**config.mk**
```make
export PLATFORM = sky130hd
export DESIGN_NAME = rmii_rx_deframer
export DESIGN_NICKNAME = d
export VERILOG_FILES = /design/src/rtl/rmii_rx_pkg.sv /design/src/rtl/rmii_rx_strobe.sv /design/src/rtl/rmii_rx_crs_track.sv /design/src/rtl/rmii_rx_byte_asm.sv /design/src/rtl/rmii_rx_deframer.sv
export SDC_FILE = /design/constraint.sdc
export NUM_CORES = 1
export LEC_CHECK = 0
export ABC_AREA = 1
export BUFFER_PORTS_ARGS = -buffer_cell sky130_fd_sc_hd__clkbuf_2
export CORE_MARGIN = 2
export CORE_UTILIZATION = 42
export CTS_BUF_LIST = sky130_fd_sc_hd__clkbuf_8 sky130_fd_sc_hd__clkbuf_16
export DETAILED_ROUTE_END_ITERATION = 10
export HOLD_SLACK_MARGIN = 0.05
export SKIP_CTS_REPAIR_TIMING = 1
export SLEW_MARGIN = 20
export SYNTH_ARGS = -nofsm -noshare
export SYNTH_HDL_FRONTEND = slang
export SYNTH_HIERARCHICAL = 1
export SYNTH_SLANG_ARGS = --single-unit
```
**constraint.sdc**
```tcl
create_clock -name clk -period 5.15 [get_ports clk]
set_input_delay 1.03 -clock clk [delete_from_list [all_inputs] [get_ports clk]]
set_output_delay 1.03 -clock clk [all_outputs]
set_load 0.02 [all_outputs]
```
**src/rtl/rmii_rx_pkg.sv**
```systemverilog
package rmii_rx_pkg;

   typedef enum logic [2:0] {
      RX_IDLE,
      RX_SENSE,
      RX_FALSE,
      RX_PRE,
      RX_DATA
   } rx_state_e;

   localparam logic [1:0] DIBIT_PRE   = 2'b01;
   localparam logic [1:0] DIBIT_SFD   = 2'b11;
   localparam logic [1:0] DIBIT_FALSE = 2'b10;

endpackage

```
**src/rtl/rmii_rx_strobe.sv**
```systemverilog
// Sample strobe: every clock at 100 Mbps, one clock in SLOW_DIV at 10 Mbps.
// The phase counter is held at zero while the line is idle, so the first
// high CRS_DV sample is always taken.
module rmii_rx_strobe #(
   parameter int unsigned SLOW_DIV = 10
) (
   input  logic clk,
   input  logic rst_n,
   input  logic speed_100,
   input  logic run,
   output logic tick
);
   localparam int unsigned CW = (SLOW_DIV > 2) ? $clog2(SLOW_DIV) : 1;
   localparam logic [CW-1:0] LAST = CW'(SLOW_DIV - 1);

   generate
      if (SLOW_DIV < 2) begin : g_bad_div
         $error("rmii_rx_strobe: SLOW_DIV must be at least 2");
      end
   endgenerate

   logic [CW-1:0] phase_cnt;

   always_ff @(posedge clk) begin
      if (!rst_n)                  phase_cnt <= '0;
      else if (!run || speed_100)  phase_cnt <= '0;
      else if (phase_cnt == LAST)  phase_cnt <= '0;
      else                         phase_cnt <= phase_cnt + 1'b1;
   end

   assign tick = speed_100 | (phase_cnt == '0);

endmodule

```
**src/rtl/rmii_rx_crs_track.sv**
```systemverilog
// Separates carrier from data valid and finds the preamble and delimiter.
// A nibble is confirmed on its second dibit: CRS_DV high there means data.
module rmii_rx_crs_track
   import rmii_rx_pkg::*;
(
   input  logic       clk,
   input  logic       rst_n,
   input  logic       tick,
   input  logic       rev10_mode,
   input  logic       crs_q,
   input  logic [1:0] rxd_q,
   output logic       carrier,
   output logic       dv,
   output logic       busy,
   output logic       false_pulse,
   output logic       data_tick,
   output logic       nib_commit,
   output logic       frame_end
);
   rx_state_e state;
   logic      second;   // current dibit is the second of its nibble

   assign dv         = (state == RX_PRE) || (state == RX_DATA);
   assign busy       = (state != RX_IDLE);
   assign frame_end  = tick && dv && second && !crs_q;
   assign nib_commit = tick && (state == RX_DATA) && second && crs_q;
   assign data_tick  = tick && (state == RX_DATA) && (!second || crs_q);

   always_ff @(posedge clk) begin
      if (!rst_n) begin
         state       <= RX_IDLE;
         second      <= 1'b0;
         carrier     <= 1'b0;
         false_pulse <= 1'b0;
      end else begin
         false_pulse <= 1'b0;
         if (tick) begin
            unique case (state)
               RX_IDLE, RX_SENSE: begin
                  if (!crs_q) begin
                     state   <= RX_IDLE;
                     carrier <= 1'b0;
                  end else begin
                     // carrier on first high sample; R3: zeros wait here
                     carrier <= 1'b1;
                     if (rxd_q == DIBIT_PRE) begin
                        state  <= RX_PRE;
                        second <= 1'b1;
                     end else if (rxd_q == DIBIT_FALSE) begin

                        state       <= RX_FALSE;
                        false_pulse <= 1'b1;
                     end else begin
                        state <= RX_SENSE;
                     end
                  end
               end
               RX_FALSE: begin
                  if (!crs_q) begin
                     state   <= RX_IDLE;
                     carrier <= 1'b0;
                  end
               end
               RX_PRE, RX_DATA: begin
                  if (!second) begin
                     second <= 1'b1;
                     // low on a first dibit means carrier is gone
                     if (!crs_q && !rev10_mode) carrier <= 1'b0;
                  end else begin
                     second <= 1'b0;
                     if (!crs_q) begin
                        // nibble not confirmed, frame over
                        state   <= RX_IDLE;
                        carrier <= 1'b0;
                     end else if (state == RX_PRE && rxd_q == DIBIT_SFD) begin
                        state <= RX_DATA;
                     end
                  end
               end
               default: state <= RX_IDLE;
            endcase
         end
      end
   end

endmodule

```
**src/rtl/rmii_rx_byte_asm.sv**
```systemverilog
// Packs confirmed dibits into words, first dibit in the low bits, and holds
// one complete word back so the end marker can ride on it.
module rmii_rx_byte_asm #(
   parameter int unsigned WORD_W = 8
) (
   input  logic              clk,
   input  logic              rst_n,
   input  logic              data_tick,
   input  logic              nib_commit,
   input  logic              frame_end,
   input  logic [1:0]        rxd_q,
   output logic [WORD_W-1:0] word_out,
   output logic              word_valid,
   output logic              word_eof,
   output logic              word_align_err
);
   localparam int unsigned DIBS = WORD_W / 2;
   localparam int unsigned DCW  = $clog2(DIBS);
   localparam logic [DCW-1:0] LAST_DIB = DCW'(DIBS - 1);

   generate
      if ((WORD_W % 4) != 0 || WORD_W < 8) begin : g_bad_width
         $error("rmii_rx_byte_asm: WORD_W must be a multiple of 4 and at least 8");
      end
   endgenerate

   logic [WORD_W-3:0] shreg;
   logic [WORD_W-1:0] next_word;
   logic [WORD_W-1:0] held;
   logic              held_v;
   logic [DCW-1:0]    dcnt;

   assign next_word = {rxd_q, shreg};

   always_ff @(posedge clk) begin
      if (!rst_n) begin
         shreg          <= '0;
         held           <= '0;
         held_v         <= 1'b0;
         dcnt           <= '0;
         word_out       <= '0;
         word_valid     <= 1'b0;
         word_eof       <= 1'b0;
         word_align_err <= 1'b0;
      end else begin
         word_valid     <= 1'b0;
         word_eof       <= 1'b0;
         word_align_err <= 1'b0;
         if (frame_end) begin
            if (held_v) begin
               word_out       <= held;
               word_valid     <= 1'b1;
               word_eof       <= 1'b1;
               // a confirmed nibble is waiting in the shift register
               word_align_err <= (dcnt > DCW'(1));
            end
            held_v <= 1'b0;
            dcnt   <= '0;
         end else if (data_tick) begin
            shreg <= next_word[WORD_W-1:2];
            if (dcnt == LAST_DIB && nib_commit) begin
               dcnt   <= '0;
               held   <= next_word;
               held_v <= 1'b1;
               if (held_v) begin
                  word_out   <= held;
                  word_valid <= 1'b1;
               end
            end else begin
               dcnt <= dcnt + 1'b1;
            end
         end
      end
   end

endmodule

```
**src/rtl/rmii_rx_deframer.sv**
```systemverilog
module rmii_rx_deframer #(
   parameter int unsigned WORD_W   = 8,
   parameter int unsigned SLOW_DIV = 10
) (
   input  logic              clk,
   input  logic              rst_n,
   input  logic              speed_100,
   input  logic              rev10_mode,
   input  logic              crs_dv,
   input  logic [1:0]        rxd,
   input  logic              tx_en,
   output logic [WORD_W-1:0] byte_data,
   output logic              byte_valid,
   output logic              byte_eof,
   output logic              align_err,
   output logic              data_valid,
   output logic              carrier_sense,
   output logic              false_carrier,
   output logic              collision
);
   logic       crs_q;
   logic [1:0] rxd_q;
   logic       tick;
   logic       busy;
   logic       data_tick;
   logic       nib_commit;
   logic       frame_end;

   always_ff @(posedge clk) begin
      if (!rst_n) begin
         crs_q <= 1'b0;
         rxd_q <= 2'b00;
      end else begin
         crs_q <= crs_dv;
         rxd_q <= rxd;
      end
   end

   rmii_rx_strobe #(.SLOW_DIV(SLOW_DIV)) u_strobe (
      .clk       (clk),
      .rst_n     (rst_n),
      .speed_100 (speed_100),
      .run       (crs_q | busy),
      .tick      (tick)
   );

   rmii_rx_crs_track u_track (
      .clk         (clk),
      .rst_n       (rst_n),
      .tick        (tick),
      .rev10_mode  (rev10_mode),
      .crs_q       (crs_q),
      .rxd_q       (rxd_q),
      .carrier     (carrier_sense),
      .dv          (data_valid),
      .busy        (busy),
      .false_pulse (false_carrier),
      .data_tick   (data_tick),
      .nib_commit  (nib_commit),
      .frame_end   (frame_end)
   );

   rmii_rx_byte_asm #(.WORD_W(WORD_W)) u_asm (
      .clk            (clk),
      .rst_n          (rst_n),
      .data_tick      (data_tick),
      .nib_commit     (nib_commit),
      .frame_end      (frame_end),
      .rxd_q          (rxd_q),
      .word_out       (byte_data),
      .word_valid     (byte_valid),
      .word_eof       (byte_eof),
      .word_align_err (align_err)
   );

   // recovered carrier, never the raw pin
   assign collision = carrier_sense & tx_en;

endmodule

```
# [Word-level counts from Yosys, hierarchy flattened]
# Index checks and enable logic that the tools add are counted.
[totals] regBits=41 in_bits=8 elab_cells=106
[classes] add_sub_neg=2 magnitude_cmp=1 n_eq_ne=15 mux=27 bitwise=8 reduce_logical=38
[ops] operator="2-to-1 mux 8 bit" n=4
[ops] operator="2-to-1 mux 3 bit" n=6
[ops] operator="2-to-1 mux 1 bit" n=12
[ops] operator="logical AND 1 bit" n=10
[ops] operator="one-hot mux 3 bit (3 select lines)" n=1
[ops] operator="AND reduction 3 bit" n=3
[ops] operator="AND reduction 2 bit" n=4
[ops] operator="AND reduction 4 bit" n=2
[ops] operator="== test 2 bit (second input constant)" n=3
[ops] operator="== test 3 x 2 -> 1 bit (second input constant)" n=2
[ops] operator="nonzero test 2 bit" n=3
[ops] operator="nonzero test 3 bit" n=2
[ops] operator="OR reduction 2 bit" n=3
[ops] operator="inverter 1 bit" n=5
[ops] operator="OR reduction 5 bit" n=1
[ops] operator="adder 4 x 1 -> 4 bit (second input constant)" n=1
[ops] operator="== test 4 bit (second input constant)" n=1
[ops] operator="logical NOT 1 bit" n=4
[ops] operator="logical NOT 4 bit" n=1
[ops] operator="2-to-1 mux 2 bit" n=2
[ops] operator="inequality test 2 x 1 -> 1 bit (second input constant)" n=2
[ops] operator="inequality test 2 bit (second input constant)" n=2
[ops] operator="== test 3 x 1 -> 1 bit (second input constant)" n=1
[ops] operator="== test 3 bit (second input constant)" n=1
[ops] operator="other kinds (12)" n=15

# [Longest topological paths before layout]
# Gate-level depths: netlist (run 1).
[logic_depth] word_depth=9 ltp_mapped=12 mapped_depth_nobuf=12

# [Cells and area by module]
# Netlist (run 1), hierarchy kept.
[modules_own_cells] module="rmii_rx_byte_asm" n_inst=1 cells_each=157 area_each_um2=1131.1 seq_area_each_um2=560.5
[modules_own_cells] module="rmii_rx_crs_track" n_inst=1 cells_each=76 area_each_um2=486.7 seq_area_each_um2=120.1
[modules_own_cells] module="rmii_rx_strobe" n_inst=1 cells_each=29 area_each_um2=221.5 seq_area_each_um2=80.1
[modules_own_cells] module="rmii_rx_deframer" n_inst=1 cells_each=14 area_each_um2=101.3 seq_area_each_um2=60.1

# [Worst setup path before layout (run 1)]
# Ideal clock, no wire load.
[synth_path] kind="input-to-output" start="input tx_en" end="output collision" arrival_ns=1.208 required_time_ns=4.120 setup_slack_ns=2.912 path_stages=2 cell_sequence="nand2_1 > inv_1"
[synth_between] elab_chain_cells=1
[synth_lines] item="start, declared" line="rmii_rx_deframer.sv:11" source="input logic tx_en,"
[synth_lines] item="bitwise AND 1 bit" line="rmii_rx_deframer.sv:77" source="assign collision = carrier_sense & tx_en;"
[synth_lines] item="end, declared" line="rmii_rx_deframer.sv:19" source="output logic collision"
# No other way between the ends.

# [Final worst setup path (run 1)]
# Ends and elaborated chain as after synthesis.

==> results of run 1 <==
==> critical path, delay by kind of cell <==
family / cells / cell delay [ns]
buf+inv: 3 / 0.26
simple gates: 1 / 0.04
==> per-stage QoR <==
step | setup WS [ns] | power (mW) | cell area [sq um] | hold WS (ns)
floorplan | 2.912 | 0.4971 | 1941 | 0.4409
global placement | 2.622 | 0.5331 | 2096 | 0.4520
detailed placement | 2.561 | 0.5327 | 2096 | 0.4550
CTS | 2.775 | 0.8421 | 2230 | 0.4667
global route | 2.668 | 0.8810 | 2230 | 0.4987
finish | 2.780 | 0.8309 | 2230 | 0.4662
==> synth_stat cells, drive strengths merged <==
cell type	number
a21boi	1
a21oi	14
buf	4
dfxtp	41
ha	8
inv	56
nand2	63
nand3	23
nand4	3
nor2	43
nor3	5
o21a	1
o21ai	12
or2	1
xnor2	1
==> worst min path at each step <==
stage,from,to,cells after the start
4_1_cts,u_asm/held[5],u_asm/held[5],2
3_3_place_gp,u_asm/held[5],u_asm/held[5],2
6_report,u_asm/held[5],u_asm/held[5],2
5_1_grt,u_asm/held[7],u_asm/held[7],2
3_5_place_dp,u_asm/held[5],u_asm/held[5],2
2_1_floorplan,u_asm/held[3],u_asm/held[3],2
==> cells by family after synthesis <==
kind of cell | Yosys count
AO/OA/AOI/OAI | 28
buffers and inverters | 60
flip-flops | 41
AND/OR/NAND/NOR | 138
XOR/XNOR | 1
adder cells (fa/ha/maj) | 8
==> per-layer routing <==
layer / part of all wire [%] / wire length [microns]
met1: 52 / 1767
met2: 42 / 1436
met3: 4.4 / 152
met4: 1.8 / 61
met5: 0 / 0
==> where the power goes <==
group	internal, mW	switching [mW]
Sequential	0.341	0.0253
Combinational	0.0566	0.102
Clock	0.192	0.113
Total	0.590	0.241
==> state kept, by name, summed over array words and instances, names as in the netlist <==
| signal | flops |
|---|---|
| u_asm/held | 8 |
| u_strobe/phase_cnt | 4 |
| u_track/second | 1 |
| crs_q | 1 |
| u_asm/word_align_err | 1 |
| u_track/carrier | 1 |
| u_track/state | 3 |
| u_asm/held_v | 1 |
| u_asm/dcnt | 2 |
| u_asm/word_eof | 1 |
| rxd_q | 2 |
| u_asm/shreg | 6 |
| u_asm/word_valid | 1 |
| u_asm/word_out | 8 |
| u_track/false_pulse | 1 |
==> final cells by class <==
class	instances	area (sq um)
clock buffer	5	68.82
inverter	56	210.2
sequential	41	820.8
multi-input combinational	175	889.6
clock inverter	3	65.06
tap	52	65.06
fill	453	2185
timing repair buffer	22	110.1
==> run_summary.xml, run 1 <==
<?xml version="1.0" encoding="UTF-8"?>
<metrics>
  <group name="run_status">
    <metric name="status" unit="">complete, no violations</metric>
  </group>
  <group name="timing">
    <metric name="finalSetupViolations" unit="">0</metric>
    <metric name="timing.final.max_slew_violations" unit="">0</metric>
    <metric name="final.setup_skew" unit="ns">0.005499</metric>
    <metric name="tightestPinTransition" unit="ns">0.5246</metric>
    <metric name="setup-tns-final" unit="ns">0</metric>
    <metric name="layout_min_cycle_time" unit="ns">2.370</metric>
    <metric name="rsz0062_at_grt" unit="">false</metric>
    <metric name="clock.fmax" unit="GHz">0.4220</metric>
    <metric name="report.final.hold_viol_count" unit="">0</metric>
    <metric name="relSlewSlack" unit="%">65.02</metric>
    <metric name="period_share" unit="%">46.01</metric>
  </group>
  <group name="drt">
    <metric name="drc_errors" unit="">0</metric>
    <metric name="detail-route-antenna-nets" unit="">0</metric>
    <metric name="num_vias" unit="">1614</metric>
    <metric name="drt-total-wl" unit="microns">3418</metric>
    <metric name="avgViaCountPerCell" unit="">4.559</metric>
    <metric name="initialDrtViolationCount" unit="">67</metric>
    <metric name="wl_per_cell" unit="microns">9.655</metric>
    <metric name="drt-pass1-iter-count" unit="">4</metric>
  </group>
  <group name="placed_design">
    <metric name="placement.io_buffers" unit="">22</metric>
    <metric name="finalWeightedCongestion" unit="">0.7506</metric>
    <metric name="placed_cells" unit="">346</metric>
    <metric name="dp_hpwl" unit="microns">2420</metric>
  </group>
  <group name="critical_path">
    <metric name="cp_max_fo" unit="">1</metric>
    <metric name="timing.rr.start" unit="">u_strobe/phase_cnt[0]</metric>
    <metric name="crit_path_start" unit="">tx_en</metric>
    <metric name="critical_path_class" unit="">in -&gt; out</metric>
    <metric name="worst_r2r_path_depth" unit="">9</metric>
    <metric name="setup_crit_end" unit="">collision</metric>
    <metric name="startpoint_type" unit="">input port</metric>
    <metric name="cpMaxStageDelayCell" unit="">clkbuf_2</metric>
    <metric name="worstPathRequired" unit="ns">4.12</metric>
    <metric name="crit_path_cell_trace" unit="">clkbuf_2 &gt; nand2_1 &gt; inv_1 &gt; clkbuf_2</metric>
    <metric name="cp_slowest_stage_delay" unit="ns">0.15</metric>
    <metric name="crit-reg2reg-capture" unit="">u_asm/held[4]</metric>
    <metric name="timing.critical_path.arrival" unit="ns">1.34</metric>
    <metric name="ff2ff_setup_slack" unit="ns">3.03</metric>
    <metric name="setup.worst_path.end_class" unit="">primary output</metric>
    <metric name="critical_path.most_common_cell" unit="">clkbuf_2</metric>
  </group>
  <group name="synthesis">
    <metric name="synth_top_area_share" unit="%">42.30</metric>
    <metric name="postSynthNetCount" unit="">292</metric>
    <metric name="post_synth.cell_area_avg" unit="sq um">7.031</metric>
    <metric name="synth_area_leaders" unit="">dfxtp_1 (42%), nand2_1 (11%), inv_1 (10%)</metric>
    <metric name="yosysTopAreaCell" unit="">dfxtp_1</metric>
    <metric name="synth_compound_gate_area_share" unit="%">7.479</metric>
    <metric name="synthSimpleGateAreaFrac" unit="%">32.75</metric>
    <metric name="mapped_area" unit="sq um">1941</metric>
    <metric name="xor_xnor_fraction_of_synth_area" unit="%">0.4513</metric>
    <metric name="unique_masters_post_synth" unit="">22</metric>
    <metric name="synth-seq-cells" unit="">41</metric>
    <metric name="dominant_combinational_cell_family_by_area_after_synthesis" unit="">simple AND/OR/NAND/NOR gates</metric>
    <metric name="synth_mux_area_share" unit="%">0</metric>
    <metric name="synth-adder-area-share" unit="%">5.158</metric>
    <metric name="yosysWarnings" unit="">6</metric>
    <metric name="syn-instance-count" unit="">276</metric>
    <metric name="synth_sequential_area_ratio" unit="%">42.30</metric>
  </group>
  <group name="global_routing">
    <metric name="grt_util_all_layers" unit="%">15.56</metric>
    <metric name="groute.layer.met1.usage" unit="%">20.19</metric>
    <metric name="initial_antenna_violation_count" unit="">0</metric>
    <metric name="grt_use_met3" unit="%">5.417</metric>
    <metric name="first_global_vias" unit="">1486</metric>
    <metric name="global_route.overflow_total" unit="">0</metric>
    <metric name="grt_max_degree" unit="">30</metric>
    <metric name="grt_pass1_wl" unit="microns">6292</metric>
    <metric name="top_usage_layer" unit="">met2</metric>
    <metric name="use_met2" unit="%">23.77</metric>
  </group>
  <group name="job">
    <metric name="max_cap_viol_count" unit="">0</metric>
  </group>
  <group name="clocking">
    <metric name="h_tree_depth" unit="">2</metric>
    <metric name="clock_tree.buffer_depth" unit="">2</metric>
    <metric name="clk_pin_slew_worst_paths" unit="ns">0.08</metric>
    <metric name="cts_root_buffer" unit="">clkbuf_8</metric>
    <metric name="worstSkewPairLatency" unit="ns">0.30</metric>
    <metric name="clock_tree_from_tritoncts" unit="">built</metric>
    <metric name="tritoncts_num_sinks" unit="">41</metric>
    <metric name="cts_buffers" unit="">5</metric>
  </group>
  <group name="cells_and_area">
    <metric name="layout.cells.most_common" unit="">nand2_1</metric>
    <metric name="layout.nets" unit="">317</metric>
    <metric name="n_antenna_cell" unit="">0</metric>
    <metric name="layout_cells_sized_above_1" unit="%">16.23</metric>
    <metric name="signed_area_change_from_the_synthesized_netlist_to_the_final_layout" unit="%">14.89</metric>
    <metric name="stdcell_count" unit="">354</metric>
    <metric name="finalCoreUtilization" unit="%">50.51</metric>
    <metric name="most-common-layout-cells" unit="">nand2_1 (57), inv_1 (52), dfxtp_1 (41), nor2_1 (39), clkbuf_2 (22)</metric>
  </group>
  <group name="floorplan">
    <metric name="floorplan.initialDensity" unit="%">43.96</metric>
    <metric name="placementRows" unit="">24</metric>
    <metric name="die-area" unit="sq um">5180</metric>
    <metric name="pin_count" unit="">23</metric>
    <metric name="dieHeight" unit="microns">71.98</metric>
    <metric name="area_of_the_core" unit="sq um">4414</metric>
    <metric name="floorplan.die.width" unit="microns">71.98</metric>
  </group>
  <group name="power_and_ir_drop">
    <metric name="cellPowerDensity" unit="nW/um^2">372.6</metric>
    <metric name="peakVddDrop" unit="mV">0.1976</metric>
    <metric name="cellLeakagePower" unit="nW">1.065</metric>
  </group>
  <group name="worst_hold_path">
    <metric name="min_path_type" unit="">reg -&gt; reg</metric>
  </group>
</metrics>
(Power assumes the default switching activity.)
==> run 2: changes to the inputs <==
Settings changed: ABC_AREA 1 to 0.
Clock period 5.15 ns to 2.49 ns, I/O delays scaled along.
==> run 2 against run 1 <==
Largest cell class unchanged. Worst hold slack lost 0.063 ns. Combinational power shrank 40%. Die area shrank 1.5%.
==> run_summary.xml, run 2 <==
<?xml version="1.0" encoding="UTF-8"?>
<metrics>
  <group name="timing">
    <metric name="relSlewSlack" unit="%">74.60</metric>
    <metric name="setup-tns-final" unit="ns">0</metric>
    <metric name="timing.final.ws_setup" unit="ns">0.4698</metric>
    <metric name="layout_min_cycle_time" unit="ns">2.020</metric>
    <metric name="tightestPinTransition" unit="ns">0.3795</metric>
    <metric name="timing.hold.ws" unit="ns">0.4035</metric>
    <metric name="rsz0062_at_grt" unit="">false</metric>
    <metric name="finalSetupViolations" unit="">0</metric>
    <metric name="clock.fmax" unit="GHz">0.4950</metric>
    <metric name="final.setup_skew" unit="ns">0.006049</metric>
    <metric name="timing.final.max_slew_violations" unit="">0</metric>
    <metric name="report.final.hold_viol_count" unit="">0</metric>
    <metric name="period_share" unit="%">81.13</metric>
  </group>
  <group name="critical_path">
    <metric name="critical_path_class" unit="">reg -&gt; out</metric>
    <metric name="timing.critical_path.arrival" unit="ns">1.52</metric>
    <metric name="cp_max_fo" unit="">12</metric>
    <metric name="crit-reg2reg-capture" unit="">u_asm/word_out[2]</metric>
    <metric name="startpoint_type" unit="">flop</metric>
    <metric name="worst_r2r_path_depth" unit="">5</metric>
    <metric name="worstPathRequired" unit="ns">1.99</metric>
    <metric name="timing.rr.start" unit="">u_track/state[2]</metric>
    <metric name="ff2ff_setup_slack" unit="ns">0.50</metric>
    <metric name="setup.worst_path.end_class" unit="">primary output</metric>
  </group>
  <group name="placed_design">
    <metric name="finalWeightedCongestion" unit="">0.7674</metric>
    <metric name="dpl_cell_area" unit="sq um">2046</metric>
    <metric name="placed_cells" unit="">276</metric>
    <metric name="dpl_worst_slack" unit="ns">0.5115</metric>
    <metric name="dp_hpwl" unit="microns">2192</metric>
    <metric name="placement.io_buffers" unit="">22</metric>
  </group>
  <group name="cells_and_area">
    <metric name="layout_cells_sized_above_1" unit="%">18.10</metric>
    <metric name="finalCoreUtilization" unit="%">48.88</metric>
    <metric name="layout.cells.most_common" unit="">nand2_1</metric>
    <metric name="final_design_area_no_fill" unit="sq um">2128</metric>
    <metric name="layout.filler_cells" unit="">446</metric>
    <metric name="most-common-layout-cells" unit="">nand2_1 (42), dfxtp_1 (41), clkbuf_2 (22), mux2i_1 (17), inv_1 (12)</metric>
    <metric name="n_antenna_cell" unit="">0</metric>
    <metric name="layout.nets" unit="">247</metric>
    <metric name="largest_registers" unit="">u_asm/held (8), u_asm/word_out (8), u_asm/shreg (6)</metric>
    <metric name="signed_area_change_from_the_synthesized_netlist_to_the_final_layout" unit="%">11.47</metric>
    <metric name="seq_area" unit="sq um">820.8</metric>
    <metric name="stdcell_count" unit="">284</metric>
    <metric name="multi_input_comb_area" unit="sq um">978.4</metric>
  </group>
  <group name="floorplan">
    <metric name="pin_count" unit="">23</metric>
    <metric name="area_of_the_core" unit="sq um">4354</metric>
    <metric name="die-area" unit="sq um">5102</metric>
    <metric name="floorplan.initialDensity" unit="%">43.85</metric>
    <metric name="placementRows" unit="">24</metric>
    <metric name="floorplan.die.width" unit="microns">71.43</metric>
    <metric name="dieHeight" unit="microns">71.43</metric>
  </group>
  <group name="synthesis">
    <metric name="unique_masters_post_synth" unit="">44</metric>
    <metric name="synth_top_area_share" unit="%">42.99</metric>
    <metric name="synth_enable_flop_cells" unit="">0</metric>
    <metric name="synth_area_leaders" unit="">dfxtp_1 (43%), mux2i_1 (8.9%), nand2_1 (8.3%)</metric>
    <metric name="mapped_area" unit="sq um">1909</metric>
    <metric name="yosysTopAreaCell" unit="">dfxtp_1</metric>
    <metric name="post_synth.cell_area_avg" unit="sq um">9.136</metric>
    <metric name="ys_dominant_reg_cell" unit="">dfxtp_1</metric>
    <metric name="most_used_standard_cell_by_instance_count_after_synthesis" unit="">nand2_1</metric>
    <metric name="synth-seq-cells" unit="">41</metric>
    <metric name="postSynthNetCount" unit="">225</metric>
    <metric name="yosysWarnings" unit="">6</metric>
    <metric name="syn-instance-count" unit="">209</metric>
    <metric name="synth_sequential_area_ratio" unit="%">42.99</metric>
    <metric name="synth-async-reset-ratio" unit="%">0</metric>
    <metric name="post_synth_top_cells" unit="">nand2_1 (42), dfxtp_1 (41), mux2i_1 (17)</metric>
  </group>
  <group name="clocking">
    <metric name="clk_pin_slew_worst_paths" unit="ns">0.08</metric>
    <metric name="cts_root_buffer" unit="">clkbuf_8</metric>
    <metric name="cts_buffers" unit="">5</metric>
    <metric name="tritoncts_num_sinks" unit="">41</metric>
    <metric name="worstSkewPairLatency" unit="ns">0.29</metric>
    <metric name="h_tree_depth" unit="">2</metric>
    <metric name="clock_tree_from_tritoncts" unit="">built</metric>
    <metric name="clock_tree.buffer_depth" unit="">2</metric>
  </group>
  <group name="worst_hold_path">
    <metric name="min_path_cells" unit="">2</metric>
    <metric name="min_path_type" unit="">in -&gt; reg</metric>
    <metric name="hold-path-endpoint" unit="">rxd_q[0]</metric>
    <metric name="timing.hold.worst.start" unit="">rxd[0]</metric>
  </group>
  <group name="global_routing">
    <metric name="first_global_vias" unit="">1270</metric>
    <metric name="grt_max_degree" unit="">43</metric>
    <metric name="grt_util_all_layers" unit="%">13.81</metric>
    <metric name="grt_pass1_wl" unit="microns">5616</metric>
    <metric name="initial_antenna_violation_count" unit="">0</metric>
    <metric name="global_route.overflow_total" unit="">0</metric>
  </group>
  <group name="drt">
    <metric name="drt-pass1-iter-count" unit="">4</metric>
    <metric name="avgViaCountPerCell" unit="">4.951</metric>
    <metric name="initialDrtViolationCount" unit="">69</metric>
    <metric name="detail-route-antenna-nets" unit="">0</metric>
    <metric name="num_vias" unit="">1406</metric>
    <metric name="drc_errors" unit="">0</metric>
    <metric name="wl_per_cell" unit="microns">11.47</metric>
    <metric name="drt-total-wl" unit="microns">3257</metric>
  </group>
  <group name="power_and_ir_drop">
    <metric name="cellPowerDensity" unit="nW/um^2">559.8</metric>
    <metric name="cellLeakagePower" unit="nW">0.8084</metric>
    <metric name="fin_total_pwr" unit="mW">1.191</metric>
    <metric name="peakVddDrop" unit="mV">0.2117</metric>
  </group>
  <group name="run_status">
    <metric name="status" unit="">complete, no violations</metric>
  </group>
  <group name="job">
    <metric name="max_cap_viol_count" unit="">0</metric>
  </group>
</metrics>
==> run 2: cell count changes after synthesis, sizes merged, moves of 5 or more <==
cell	previous run	this run
inv	56	11
and2	0	5
a21oi	14	4
nand3	23	2
a21boi	1	8
nor2	43	11
nor2b	0	10
nand2	63	44
mux2i	0	17
o21ai	12	7
==> run 2: worst max-delay path by stage <==
| stage | start | end | slack, ns | cells past startpoint |
|---|---|---|---|---|
| after floorplan | u_track/state[1] | u_asm/held[0] | 0.78 | 8 |
| after global placement | u_strobe/phase_cnt[0] | u_asm/held[6] | 0.55 | 9 |
| after detailed placement | u_strobe/phase_cnt[0] | u_asm/held[5] | 0.51 | 9 |
| after CTS | u_track/state[1] | data_valid | 0.47 | 4 |
| after global routing | u_strobe/phase_cnt[0] | u_asm/word_out[2] | 0.33 | 8 |
| final | u_track/state[1] | data_valid | 0.47 | 4 |
==> run 2: worst max-delay path: stages, from the launching register on <==
cell and delay, ns:
dfxtp_1 0.54, nor3b_2 0.11, a21oi_1 0.32, inv_1 0.10, clkbuf_2 0.17
==> run 2: area by class of cell <==
type | count | area share (%)
inverter | 11 | 1.940
sequential | 41 | 38.57
tap | 52 | 3.057
timing repair buffer | 26 | 6.584
clock inverter | 3 | 0.6467
clock buffer | 5 | 3.233
multi-input combinational | 146 | 45.97
==> run 2: report_power, final <==
group	internal (mW)	leakage, nW	switching (mW)
logic	0.0451	0.428	0.0501
registers	0.667	0.332	0.0206
clock network	0.190	0.0491	0.218
==> run 2: per-layer routing <==
layer  track usage, %  part of all wire, %  vias up
met5                0                    0        -
met4            6.289                  1.9        0
met3            3.797                  4.6        7
met2            20.68                   43       32
met1            18.54                   51      630
li1                 -                    -      737
==> run 2: cell families (layout without fill, tap and decap cells) <==
kind of cell / Yosys count / in the layout / synth area share [%]
and+or+nand+nor: 92 / 92 / 25.03
DFF: 41 / 41 / 42.99
AOI/OAI and AO/OA: 27 / 27 / 11.14
buffers and inverters: 22 / 45 / 5.766
muxes: 17 / 17 / 8.912
adders and majority gates: 8 / 8 / 5.243
xor gates and xnor gates: 2 / 2 / 0.9176
